**src/rtl/gpio_pkg.sv**
```systemverilog
package gpio_pkg;

    // Word addresses of the register file
    typedef enum logic [1:0] {
        SEL_DATA = 2'd0,
        SEL_SET  = 2'd1,
        SEL_CLR  = 2'd2,
        SEL_DIR  = 2'd3
    } gpio_reg_e;

    // One-hot write strobes into the control registers
    typedef struct packed {
        logic load;
        logic set;
        logic clr;
        logic dir;
    } gpio_wr_t;

endpackage

```
**src/rtl/gpio_byte_map.sv**
```systemverilog
// Bus <-> register byte ordering; the swap is its own inverse.
module gpio_byte_map #(
    parameter int W    = 32,
    parameter bit SWAP = 0
) (
    input  logic [W-1:0] src,
    output logic [W-1:0] dst
);
    localparam int NBYTES = W / 8;

    generate
        if (SWAP) begin : g_swap
            for (genvar k = 0; k < NBYTES; k++) begin : g_byte
                assign dst[8*k +: 8] = src[8*(NBYTES-1-k) +: 8];
            end
        end else begin : g_pass
            assign dst = src;
        end
    endgenerate
endmodule

```
**src/rtl/gpio_lane_map.sv**
```systemverilog
// Pin <-> register bit numbering; the reversal is its own inverse.
module gpio_lane_map #(
    parameter int W   = 32,
    parameter bit REV = 0
) (
    input  logic [W-1:0] src,
    output logic [W-1:0] dst
);
    generate
        for (genvar n = 0; n < W; n++) begin : g_lane
            if (REV) begin : g_rev
                assign dst[n] = src[W-1-n];
            end else begin : g_fwd
                assign dst[n] = src[n];
            end
        end
    endgenerate
endmodule

```
**src/rtl/gpio_sync.sv**
```systemverilog
// Two-flop input synchronizer, pin order.
module gpio_sync #(
    parameter int W = 32
) (
    input  logic         clk,
    input  logic         rst_n,
    input  logic [W-1:0] async_in,
    output logic [W-1:0] sync_out
);
    logic [W-1:0] stage1_q;
    logic [W-1:0] stage2_q;
    logic [1:0]   age_q;

    always_ff @(posedge clk or negedge rst_n) begin
        if (!rst_n) begin
            stage1_q <= '0;
            stage2_q <= '0;
            age_q    <= 2'd0;
        end else begin
            stage1_q <= async_in;
            stage2_q <= stage1_q;
            if (age_q != 2'd2) begin
                age_q <= age_q + 2'd1;
            end
        end
    end

    assign sync_out = stage2_q;

    AST_SYNC_TWO_STAGE: assert property (@(posedge clk) disable iff (!rst_n)
        (age_q == 2'd2) |-> (sync_out == $past(async_in, 2)));
endmodule

```
**src/rtl/gpio_ctrl_regs.sv**
```systemverilog
// Output latch and direction register, register-bit order.
module gpio_ctrl_regs
    import gpio_pkg::*;
#(
    parameter int W          = 32,
    parameter bit DIR_IN_POL = 0
) (
    input  logic         clk,
    input  logic         rst_n,
    input  gpio_wr_t     wr,
    input  logic [W-1:0] wword,
    output logic [W-1:0] latch_q,
    output logic [W-1:0] dir_q,
    output logic [W-1:0] oe_reg
);
    // All pins input after reset, whichever polarity is built
    localparam logic [W-1:0] DIR_RST = DIR_IN_POL ? {W{1'b1}} : {W{1'b0}};

    always_ff @(posedge clk or negedge rst_n) begin
        if (!rst_n) begin
            latch_q <= '0;
        end else if (wr.load) begin
            latch_q <= wword;
        end else if (wr.set) begin
            latch_q <= latch_q | wword;
        end else if (wr.clr) begin
            latch_q <= latch_q & ~wword;
        end
    end

    always_ff @(posedge clk or negedge rst_n) begin
        if (!rst_n) begin
            dir_q <= DIR_RST;
        end else if (wr.dir) begin
            dir_q <= wword;
        end
    end

    generate
        if (DIR_IN_POL) begin : g_dir_in
            assign oe_reg = ~dir_q;
        end else begin : g_dir_out
            assign oe_reg = dir_q;
        end
    endgenerate

    AST_LOAD_EXACT: assert property (@(posedge clk) disable iff (!rst_n)
        wr.load |=> (latch_q == $past(wword)));
    AST_SET_ORS: assert property (@(posedge clk) disable iff (!rst_n)
        (wr.set && !wr.load) |=> (latch_q == ($past(latch_q) | $past(wword))));
    AST_CLR_MASKS: assert property (@(posedge clk) disable iff (!rst_n)
        (wr.clr && !wr.load && !wr.set) |=> (latch_q == ($past(latch_q) & ~$past(wword))));
    AST_LATCH_HOLD: assert property (@(posedge clk) disable iff (!rst_n)
        !(wr.load || wr.set || wr.clr) |=> $stable(latch_q));
    AST_DIR_HOLD: assert property (@(posedge clk) disable iff (!rst_n)
        !wr.dir |=> $stable(dir_q));
    AST_RST_INPUTS: assert property (@(posedge clk) disable iff (!rst_n)
        $rose(rst_n) |-> (oe_reg == '0 && latch_q == '0));
    AST_ONE_STROBE: assert property (@(posedge clk) disable iff (!rst_n)
        $onehot0({wr.load, wr.set, wr.clr, wr.dir}));
endmodule

```
**src/rtl/gpio_regbank.sv**
```systemverilog
module gpio_regbank
    import gpio_pkg::*;
#(
    parameter int REG_W      = 32,
    parameter bit BIT_REV    = 0,
    parameter bit BYTE_SWAP  = 0,
    parameter bit DIR_IN_POL = 0
) (
    input  logic             clk,
    input  logic             rst_n,
    input  logic             bus_sel,
    input  logic             bus_we,
    input  logic [1:0]       bus_addr,
    input  logic [REG_W-1:0] bus_wdata,
    output logic [REG_W-1:0] bus_rdata,
    input  logic [REG_W-1:0] pin_in,
    output logic [REG_W-1:0] pin_out,
    output logic [REG_W-1:0] pin_oe
);
    localparam bit WIDTH_OK = (REG_W == 8) || (REG_W == 16) || (REG_W == 32) || (REG_W == 64);
    localparam bit SWAP_OK  = !BYTE_SWAP || (REG_W == 16) || (REG_W == 32);

    generate
        if (!WIDTH_OK) begin : g_bad_width
            $error("gpio_regbank: REG_W must be 8, 16, 32 or 64");
        end
        if (!SWAP_OK) begin : g_bad_swap
            $error("gpio_regbank: byte swap needs a 16- or 32-bit width");
        end
    endgenerate

    gpio_reg_e          sel;
    gpio_wr_t           wr;
    logic [REG_W-1:0]   wword;
    logic [REG_W-1:0]   latch_q;
    logic [REG_W-1:0]   dir_q;
    logic [REG_W-1:0]   oe_reg;
    logic [REG_W-1:0]   in_pins;
    logic [REG_W-1:0]   in_reg;
    logic [REG_W-1:0]   rd_word;
    logic [REG_W-1:0]   rd_bus;
    logic [REG_W-1:0]   rdata_q;
    logic               rd_req;

    assign sel    = gpio_reg_e'(bus_addr);
    assign rd_req = bus_sel && !bus_we;

    // Bus byte order -> register byte order
    gpio_byte_map #(.W(REG_W), .SWAP(BYTE_SWAP)) u_wr_bytes (
        .src (bus_wdata),
        .dst (wword)
    );

    // Write decode
    always_comb begin
        wr = '0;
        if (bus_sel && bus_we) begin
            unique case (sel)
                SEL_DATA: wr.load = 1'b1;
                SEL_SET:  wr.set  = 1'b1;
                SEL_CLR:  wr.clr  = 1'b1;
                SEL_DIR:  wr.dir  = 1'b1;
            endcase
        end
    end

    gpio_ctrl_regs #(.W(REG_W), .DIR_IN_POL(DIR_IN_POL)) u_regs (
        .clk     (clk),
        .rst_n   (rst_n),
        .wr      (wr),
        .wword   (wword),
        .latch_q (latch_q),
        .dir_q   (dir_q),
        .oe_reg  (oe_reg)
    );

    // Register bit order -> pin order
    gpio_lane_map #(.W(REG_W), .REV(BIT_REV)) u_out_lanes (
        .src (latch_q),
        .dst (pin_out)
    );

    gpio_lane_map #(.W(REG_W), .REV(BIT_REV)) u_oe_lanes (
        .src (oe_reg),
        .dst (pin_oe)
    );

    gpio_sync #(.W(REG_W)) u_sync (
        .clk      (clk),
        .rst_n    (rst_n),
        .async_in (pin_in),
        .sync_out (in_pins)
    );

    gpio_lane_map #(.W(REG_W), .REV(BIT_REV)) u_in_lanes (
        .src (in_pins),
        .dst (in_reg)
    );

    // Read select
    always_comb begin
        unique case (sel)
            SEL_DATA: rd_word = in_reg;
            SEL_SET:  rd_word = latch_q;
            SEL_CLR:  rd_word = '0;
            SEL_DIR:  rd_word = dir_q;
        endcase
    end

    gpio_byte_map #(.W(REG_W), .SWAP(BYTE_SWAP)) u_rd_bytes (
        .src (rd_word),
        .dst (rd_bus)
    );

    always_ff @(posedge clk or negedge rst_n) begin
        if (!rst_n) begin
            rdata_q <= '0;
        end else if (rd_req) begin
            rdata_q <= rd_bus;
        end
    end

    assign bus_rdata = rdata_q;

    AST_RDATA_HOLD: assert property (@(posedge clk) disable iff (!rst_n)
        !rd_req |=> $stable(bus_rdata));
    AST_CLR_READS_ZERO: assert property (@(posedge clk) disable iff (!rst_n)
        (rd_req && bus_addr == 2'd2) |=> (bus_rdata == '0));
    AST_SET_READBACK: assert property (@(posedge clk) disable iff (!rst_n)
        (rd_req && bus_addr == 2'd1 && BYTE_SWAP == 0 && BIT_REV == 0)
            |=> (bus_rdata == $past(pin_out)));
endmodule

```
**config.mk**
```make
export PLATFORM = sky130hd
export DESIGN_NAME = gpio_regbank
export DESIGN_NICKNAME = d
export VERILOG_FILES = /design/src/rtl/gpio_pkg.sv /design/src/rtl/gpio_byte_map.sv /design/src/rtl/gpio_lane_map.sv /design/src/rtl/gpio_sync.sv /design/src/rtl/gpio_ctrl_regs.sv /design/src/rtl/gpio_regbank.sv
export SDC_FILE = /design/constraint.sdc
export NUM_CORES = 1
export LEC_CHECK = 0
export ABC_CLOCK_PERIOD_IN_PS = 1000
export CAP_MARGIN = 20
export CORE_MARGIN = 4
export CORE_UTILIZATION = 48
export DETAILED_ROUTE_END_ITERATION = 6
export GPL_TIMING_DRIVEN = 1
export PLACE_DENSITY = 0.89
export SLEW_MARGIN = 25
export SYNTH_ARGS = -nofsm -noshare
export SYNTH_HDL_FRONTEND = slang
export SYNTH_SLANG_ARGS = --single-unit
```
**constraint.sdc**
```tcl
create_clock -name clk -period 1 [get_ports clk]
set_input_delay 0.25 -clock clk [delete_from_list [all_inputs] [get_ports clk]]
set_output_delay 0.25 -clock clk [all_outputs]
set_load 0.01 [all_outputs]
```
### Word level (Yosys, flattened, before mapping)

Index checks and enable logic that the tools add are counted.

| storage, ports and cells | value |
|---|---|
| bits of input ports | 70 |
| bits in registers | 160 |
| output and inout bits | 96 |
| logic and storage cells | 25 |

| operators by class | value |
|---|---|
| reduce and logical (&&, ||, !) cells | 5 |
| mux-type cells | 9 |
| bitwise operators | 3 |
| equal/unequal tests | 3 |

Operator list:

| kind | number |
|---|---|
| 32-bit one-hot mux with 4 select lines | 1 |
| 32-bit 2-to-1 mux | 3 |
| 32-bit bitwise AND | 1 |
| 32-bit inverter | 1 |
| 32-bit bitwise OR | 1 |
| 2-bit equality test (second input constant) | 2 |
| 1-bit 2-to-1 mux | 4 |
| 4-bit 2-to-1 mux | 1 |
| 3-bit nonzero test | 1 |
| 2-bit by 1-bit equality test with 1-bit output (second input constant) | 1 |
| 1-bit logical AND | 2 |
| 2-bit zero test | 1 |
| 1-bit zero test | 1 |

### Depth between registers and ports, before layout

Gate-level depths: netlist (run 1).

| depth | value |
|---|---|
| word-level depth | 6 |
| mapped depth | 6 |
| mapped depth without buffers | 3 |

### Modules after synthesis

A second synthesis (run 1) with hierarchy kept.

| unflattened totals | value |
|---|---|
| cell total of the unflattened synthesis | 585 |
| area total of the unflattened synthesis | 7634.8 µm² |

By module, submodules not included:

| module | sequential area each (µm²) | cells an instance | area an instance (µm²) | times used |
|---|---|---|---|---|
| gpio_ctrl_regs | 1601.5 | 208 | 2747.6 | 1 |
| gpio_regbank | 800.8 | 153 | 2084.5 | 1 |
| gpio_sync | 1601.5 | 64 | 1601.5 | 1 |
| gpio_lane_map | 0.0 | 32 | 240.2 | 3 |
| gpio_byte_map | 0.0 | 32 | 240.2 | 2 |

### Worst setup path after synthesis (run 1)

Ideal clock, no wire load.

| timing path | value |
|---|---|
| path type | input -> register |
| from | in bus_addr[0] |
| to | reg u_regs.dir_q[10] |
| path buffers | 3 |
| arrival time | 1.245 ns |
| data required time | 0.875 ns |
| setup slack | -0.370 ns |
| stages on the path | 6 |
| library setup time | 0.125 ns |
| path through | buf_4 > and2_1 > buf_4 > nand2_4 > buf_6 > mux2_4 |

| on the way | value |
|---|---|
| word-level cells in the longest chain between the ends | 3 |

RTL lines:

| item | line | source |
|---|---|---|
| from (decl) | gpio_regbank.sv:13 | `input logic [1:0] bus_addr,` |
| 2-bit equality test | gpio_regbank.sv:58 | `unique case (sel)` |
| 1-bit 2-to-1 mux | gpio_regbank.sv:58 |  |
| 4-bit 2-to-1 mux | gpio_regbank.sv:57 | `if (bus_sel && bus_we) begin` |
| to (signal assigned) | gpio_ctrl_regs.sv:35 | `dir_q <= wword;` |
| to (decl) | gpio_ctrl_regs.sv:13 | `output logic [W-1:0] dir_q,` |

No other way between the ends.
A chain may end at the register's enable or synchronous reset.

==> reports/metrics.csv, run 1 <==
stage,metric,value,unit
min_path,min-delay src,pin_in[2],
global_routing,largest net degree at the start of global routing,43,
yosys,Area contributors post-synth,"dfrtp_1, mux2_4, mux2i_1",
drt,total wire length,21790,um
yosys,Main synth FF type,dfrtp_1,
clock_network,clk slew on worst S/H paths,0.07,ns
run,number of max-cap violations,0,
floorplan,die span in x,121.9,um
yosys,post-synthesis register bit count,160,
yosys,Cells after Synth,458,
min_path,Hold Path Stages,1,
clock_network,CTS H-tree depth,4,
finish,post-route cell area,10270,um2
placement,Port-buffer cells,165,
finish,fin cells,953,
outcome,failing checks,negative setup slack,
yosys,Yosys top cell area share,64.31,%
clock_network,CTS Buf Count,17,
global_routing,Overflow after GRT,0,
yosys,"Distinct cells, synth",18,
placement,pre-CTS WS,-0.6900,ns
yosys,Syn. warnings,0,
power,Leak Pwr,4.836,nW
placement,dpl hpwl,12170,um
drt,DR vias,5322,
critical_path,Max stage delay on crit path,0.42,ns
drt,Remaining DRCs,0,
finish,Layout area overhead,64.99,%
critical_path,CP max stage cell,dfrtp_1,
drt,routed len/inst,22.86,um
sta,"crit path setup slack, layout",-0.2553,ns
sta,final count of hold timing violations,0,
sta,Finish-stage setup viols,129,
critical_path,Worst setup SP type,flip-flop,
critical_path,crit path DAT,1.01,ns
sta,Worst Tran Pin Value,0.2738,ns
yosys,syn_nets,528,
yosys,Post-synth EDFFs,0,
yosys,Post-synth ARST share,100.0,%
drt,Antenna Violating Nets Remaining,0,
floorplan,I/O Pins,166,
finish,Nets,838,
clock_network,CTS Sinks,160,
yosys,most common cell in the netlist,dfrtp_1,
yosys,largest area contributor in the netlist,dfrtp_1,
global_routing,antenna violations before repair,1,
sta,final worst path period need,1.255,ns
floorplan,starting density of the core,49.14,%
global_routing,vias in the first global route,5657,
yosys,mapped cell area,6226,um2
power,worst vdd ir,1.049,mV
floorplan,die area,14860,um2
power,PwrDens,2018,nW/um2
yosys,"top cells by count, synth","dfrtp_1, nand2_1, nor2_1",
min_path,HP Class,in -> reg,
yosys,Mapped Avg Cell Area,13.59,um2
clock_network,CTS tree,built,
sta,max-slew violations,0,
sta,Fin Hold WS,0.2609,ns
drt,iteration-0 DRC count of the detailed router,474,
clock_network,root buffer cell,clkbuf_16,
sta,setup_tns,-21.36,ns
min_path,Hold Path Sink,u_sync.stage1_q[2],
critical_path,Critical Path RT,0.75,ns
critical_path,"CP delay by family, top",flip-flops,
finish,fin util,81.07,%
critical_path,CP endpoint kind,output pin,
floorplan,die height,121.9,um
placement,GP Congestion,0.8223,
floorplan,row count,41,
drt,vias per cell,5.584,
sta,max_slew headroom,81.68,%
critical_path,Worst R2R Path Depth,5,
placement,placed cell count,857,
sta,Final period util,125.5,%
placement,dpl cell area,8755,um2
global_routing,total track usage,28.04,%
critical_path,ordered list of cells on the worst path,buf_2,
floorplan,Core Area,12670,um2
global_routing,first-pass GRT wire length,31050,um
critical_path,crit-path max FO,2,
critical_path,Reg2Reg Setup Slack,-0.14,ns
sta,Fin Clk Skew,0.01260,ns
yosys,post-synthesis sequential area ratio,64.31,%
drt,DR pass1 iterations,5,
sta,FMAX,0.7966,GHz
critical_path,crit path kind,reg -> out,
sta,RSZ-0062 raised after global routing,yes,
clock_network,Longest Clk Path Bufs,2,
critical_path,reg2reg end,bus_rdata[31],
clock_network,clk_lat worst skew,0.42,ns
critical_path,Bufs and invs on worst path,1,
finish,number of diodes,0,
power,Final Power,20.73,mW
finish,share of layout cells above drive strength 1,49.04,%
outcome,outcome,"complete, but fails checks",
[layer usage]
metal	wire length, um	track usage (%)	vias to the layer above
met2	11100	45.99	303
met5	13	0	-
met3	1571	6.778	60
met1	8375	35.54	2706
met4	729	12.61	2
li1	-	-	2251
[kinds of logic after synthesis]
kind of cell,Yosys count,synth area share (%)
flops,160,64.31
compound gates,96,11.58
mux,64,12.74
simple gates,103,7.777
buf+inv,35,3.597
[cells in the final DEF (no fill, tap or decap), types with 17 or more instances in the layout]
cell and n:
nand2_1 33, buf_6 73, a22o_1 32, buf_4 99, a31oi_1 19, dfrtp_1 160, mux2_4 32, clkbuf_16 17
buf_2 64, o211ai_1 32, nor2_1 30, or2_4 29, clkdlybuf4s50_1 64, mux2i_1 24
[timing repair]
item	4_1_cts	5_1_grt
hold buffers	1	0
hold endpoints to repair	160	0
gates resized for setup	455	95
pin swaps	35	43
setup endpoints to repair	192	148
cloned	7	0
setup buffers	53	41
[how the worst max path moves through the flow]
stage,startpoint,to,slack (ns),depth (start not counted)
after floorplan,bus_addr[0],u_regs.dir_q[10],-0.25,6
after global placement,bus_addr[1],flip-flop,-0.67,6
after detailed placement,bus_addr[1],bus_rdata[24],-0.69,5
after CTS,flip-flop,pin_out[28],-0.26,1
after global routing,flip-flop,pin_out[27],-0.29,1
final,flip-flop,pin_out[27],-0.26,1
[cell type report]
type                       instances  area (um2)
timing repair buffer             326        3078
clock buffer                      21       460.4
multi-input combinational        263        2336
tap                              172       215.2
fill                             631        2399
clock inverter                    11       178.9
sequential                       160        4004
[power by group]
part / internal [mW] / switching [mW] / leakage [nW]
combinational: 3.42 / 2.35 / 2.63
clock: 4.34 / 2.66 / 0.304
sequential: 7.33 / 0.629 / 1.90
(Power assumes the default switching activity.)
==> inputs of run 2 (changes only) <==
--- a/config.mk
+++ b/config.mk
@@ -5,13 +5,14 @@
 export SDC_FILE = /design/constraint.sdc
 export NUM_CORES = 1
 export LEC_CHECK = 0
+export ABC_AREA = 1
 export ABC_CLOCK_PERIOD_IN_PS = 1000
 export CAP_MARGIN = 20
 export CORE_MARGIN = 4
-export CORE_UTILIZATION = 48
+export CORE_UTILIZATION = 49
 export DETAILED_ROUTE_END_ITERATION = 6
 export GPL_TIMING_DRIVEN = 1
-export PLACE_DENSITY = 0.89
+export PLACE_DENSITY = 0.9
 export SLEW_MARGIN = 25
 export SYNTH_ARGS = -nofsm -noshare
 export SYNTH_HDL_FRONTEND = slang
==> run 2 against run 1 <==
  * The flow still finishes with violations (negative setup slack)
  * Non-clock buffer count down 9
  * Count of clock-buffer cells in the layout is 1 lower
  * Worst setup slack got worse by 0.021 ns
  * Synthesized area up 3.5%
  * Final cell count up 27%
  * First-iteration DRC count increased by 22%
  * Sequential cell count is the same
  * Combinational power shrank 10%
  * Via count is 17% higher
  * Clock skew is 0.0043 ns lower
  * Register-to-register slack better by 0.06 ns
  * Global-route usage is 1.1 points lower
  * Critical endpoint is now pin_out[20]
  * Largest cell class unchanged
  * Highest routed layer is now met4
==> reports/metrics.csv, run 2 <==
stage,metric,value,unit,change
yosys,most common cell in the netlist,nand2_1,,
run,number of max-cap violations,0,,unchanged
critical_path,ordered list of cells on the worst path,buf_2,,
sta,FMAX,0.7833,GHz,-1.7%
sta,Finish-stage setup viols,105,,-19%
critical_path,crit path kind,reg -> out,,
drt,vias per cell,5.176,,-7.3%
floorplan,Core Area,12720,um2,+0.40%
power,Final Power,19.55,mW,-5.7%
placement,Port-buffer cells,165,,unchanged
placement,pre-CTS WS,-0.7058,ns,-0.01579 ns
sta,Fin Clk Skew,0.008325,ns,-0.004278 ns
clock_network,CTS Sinks,160,,unchanged
placement,GP Congestion,0.8467,,+3.0%
yosys,Post-synth ARST share,100.0,%,unchanged
floorplan,die span in x,122.7,um,+0.62%
critical_path,"CP delay by family, top",flip-flops,,
critical_path,Critical Path RT,0.75,ns,about the same
clock_network,clk slew on worst S/H paths,0.07,ns,about the same
global_routing,antenna violations before repair,1,,unchanged
yosys,Main synth FF type,dfrtp_1,,
placement,dpl hpwl,12740,um,+4.6%
finish,share of layout cells above drive strength 1,36.21,%,-13 points
critical_path,CP endpoint kind,output pin,,
yosys,Cells after Synth,722,,+58%
clock_network,CTS H-tree depth,4,,unchanged
clock_network,CTS Buf Count,17,,unchanged
sta,final count of hold timing violations,0,,unchanged
critical_path,crit-path max FO,3,,+1
clock_network,clk_lat worst skew,0.43,ns,about the same
drt,DR pass1 iterations,5,,unchanged
sta,Worst Tran Pin Value,0.3263,ns,+0.05257 ns
yosys,Yosys top cell area share,62.16,%,-2.1 points
sta,Final period util,127.7,%,+2.1 points
yosys,Area contributors post-synth,"dfrtp_1, nand2_1, nor2_1",,
power,PwrDens,1920,nW/um2,-4.8%
min_path,HP Class,in -> reg,,
sta,RSZ-0062 raised after global routing,yes,,
power,Leak Pwr,5.069,nW,+4.8%
floorplan,die height,122.7,um,+0.62%
min_path,min-delay src,pin_in[20],,
yosys,Syn. warnings,0,,unchanged
yosys,post-synthesis register bit count,160,,unchanged
power,worst vdd ir,1.402,mV,+34%
finish,Seq. cell area,4004,um2,unchanged
drt,routed len/inst,18.01,um,-21%
drt,Remaining DRCs,0,,unchanged
floorplan,I/O Pins,166,,unchanged
critical_path,Worst R2R Start,u_regs.dir_q[25],,
global_routing,first-pass GRT wire length,30680,um,-1.2%
finish,area of the multi-input gates,2302,um2,-1.4%
clock_network,root buffer cell,clkbuf_16,,
sta,max_slew headroom,78.24,%,-3.4 points
sta,max-slew violations,0,,unchanged
critical_path,Bufs and invs on worst path,1,,unchanged
drt,DR vias,6242,,+17%
outcome,outcome,"complete, but fails checks",,
critical_path,Max stage delay on crit path,0.43,ns,about the same
sta,final worst path period need,1.277,ns,+0.02140 ns
global_routing,largest net degree at the start of global routing,38,,-12%
outcome,failing checks,negative setup slack,,
yosys,largest area contributor in the netlist,dfrtp_1,,
global_routing,vias in the first global route,6257,,+11%
yosys,post-synthesis sequential area ratio,62.16,%,-2.1 points
yosys,"top cells by count, synth","nand2_1, dfrtp_1, nor2_1, nand3_1, inv_1",,
clock_network,Longest Clk Path Bufs,2,,unchanged
global_routing,Overflow after GRT,0,,unchanged
finish,Nets,1090,,+30%
critical_path,CP max stage cell,dfrtp_1,,
floorplan,starting density of the core,50.63,%,+1.5 points
yosys,"Distinct cells, synth",13,,-5
floorplan,die area,15040,um2,+1.3%
finish,# fillers,801,,+27%
drt,total wire length,21720,um,-0.34%
global_routing,total track usage,26.98,%,-1.1 points
clock_network,CTS tree,built,,
drt,iteration-0 DRC count of the detailed router,580,,+22%
critical_path,Worst setup SP type,flip-flop,,
yosys,mapped cell area,6441,um2,+3.5%
floorplan,row count,41,,unchanged
sta,"crit path setup slack, layout",-0.2767,ns,-0.02140 ns
finish,"most common cell after layout, fill and taps aside",nand2_1,,
finish,Layout area overhead,58.04,%,
yosys,Mapped Avg Cell Area,8.921,um2,-34%
drt,Antenna Violating Nets Remaining,0,,unchanged
yosys,Post-synth EDFFs,0,,unchanged
yosys,syn_nets,792,,+50%
critical_path,crit path DAT,1.03,ns,+0.02 ns
finish,"commonest cells after routing, fill and taps aside","nand2_1, dfrtp_1, buf_4",,
run 2: changes by cell type in the layout (fill, tap and decap cells not counted), moves of 24 or more:
cell / previous run / this run
a21oi_2: 0 / 30
a22o_1: 32 / 0
buf_6: 73 / 49
inv_1: 0 / 34
mux2_4: 32 / 0
mux2i_1: 24 / 0
nand2_1: 33 / 245
nand3_1: 0 / 44
nor2_1: 30 / 109
o211ai_1: 32 / 0
or2_4: 29 / 0
run 2: metal layers:
metal	GRT usage [%]	vias up	wire length, um
met5	0	-	0
met4	13.72	0	820
met3	6.774	76	1912
met2	46.65	336	10970
met1	31.08	3005	8008
li1	-	2825	-
run 2: worst paths after layout:
| kind | end | slack, ns | cells past startpoint |
|---|---|---|---|
| max | pin_out[20] | -0.28 | 1 |
| min | u_sync.stage1_q[20] | 0.25 | 1 |
| max reg2reg | bus_rdata[25] | -0.08 | 6 |
| min reg2reg | u_sync.sync_out[19] | 0.35 | 0 |
| max in group asynchronous | u_regs.dir_q[5] | 0.23 | 3 |
| min in group asynchronous | u_sync.sync_out[29] | 0.27 | 2 |
run 2: cell families (layout without fill, tap and decap cells):
| group | after synthesis | after routing | synth area share, % |
|---|---|---|---|
| AND/OR/NAND/NOR | 456 | 456 | 28.05 |
| flip-flops | 160 | 160 | 62.16 |
| buffers and inverters | 74 | 385 | 5.672 |
| AO/OA/AOI/OAI | 32 | 32 | 4.118 |
| other | 0 | 1 | 0 |
run 2: cell type report:
type	instances	area share (%)
Sequential cell	160	39.33
Timing Repair Buffer	317	28.67
Multi-Input combinational cell	488	22.62
Clock buffer	20	4.585
Tap cell	172	2.114
Clock inverter	12	1.327
Inverter	36	1.327
Antenna cell	1	0.02458
run 2: timing repair:
item	CTS	global route
gates resized for setup	427	67
cloned	1	5
hold buffers	1	0
endpoints found under the setup margin	192	116
pin swaps	25	51
setup buffers	31	30
endpoints found under the hold margin	160	0
run 2: per-stage QoR:
step                instances  hold slack (ns)  TNS, ns  utilization [%]  cell area [um2]
global placement         1127           0.1330   -66.13            71.76             9130
finish                   1206           0.2535   -20.23            80.02            10180
CTS                      1185           0.2448   -20.46            76.06             9677
detailed placement       1127           0.1367   -71.23            71.76             9130
global route             1206           0.2399   -23.36            80.02            10180
floorplan                 722         -0.04559  -0.5315                -             6505
run 2: power by group:
| part | leakage [nW] | internal (mW) | switching, mW |
|---|---|---|---|
| sequential | 1.87 | 7.31 | 0.550 |
| combinational | 2.92 | 2.73 | 2.45 |
| clock | 0.284 | 3.87 | 2.63 |
| total | 5.07 | 13.9 | 5.63 |
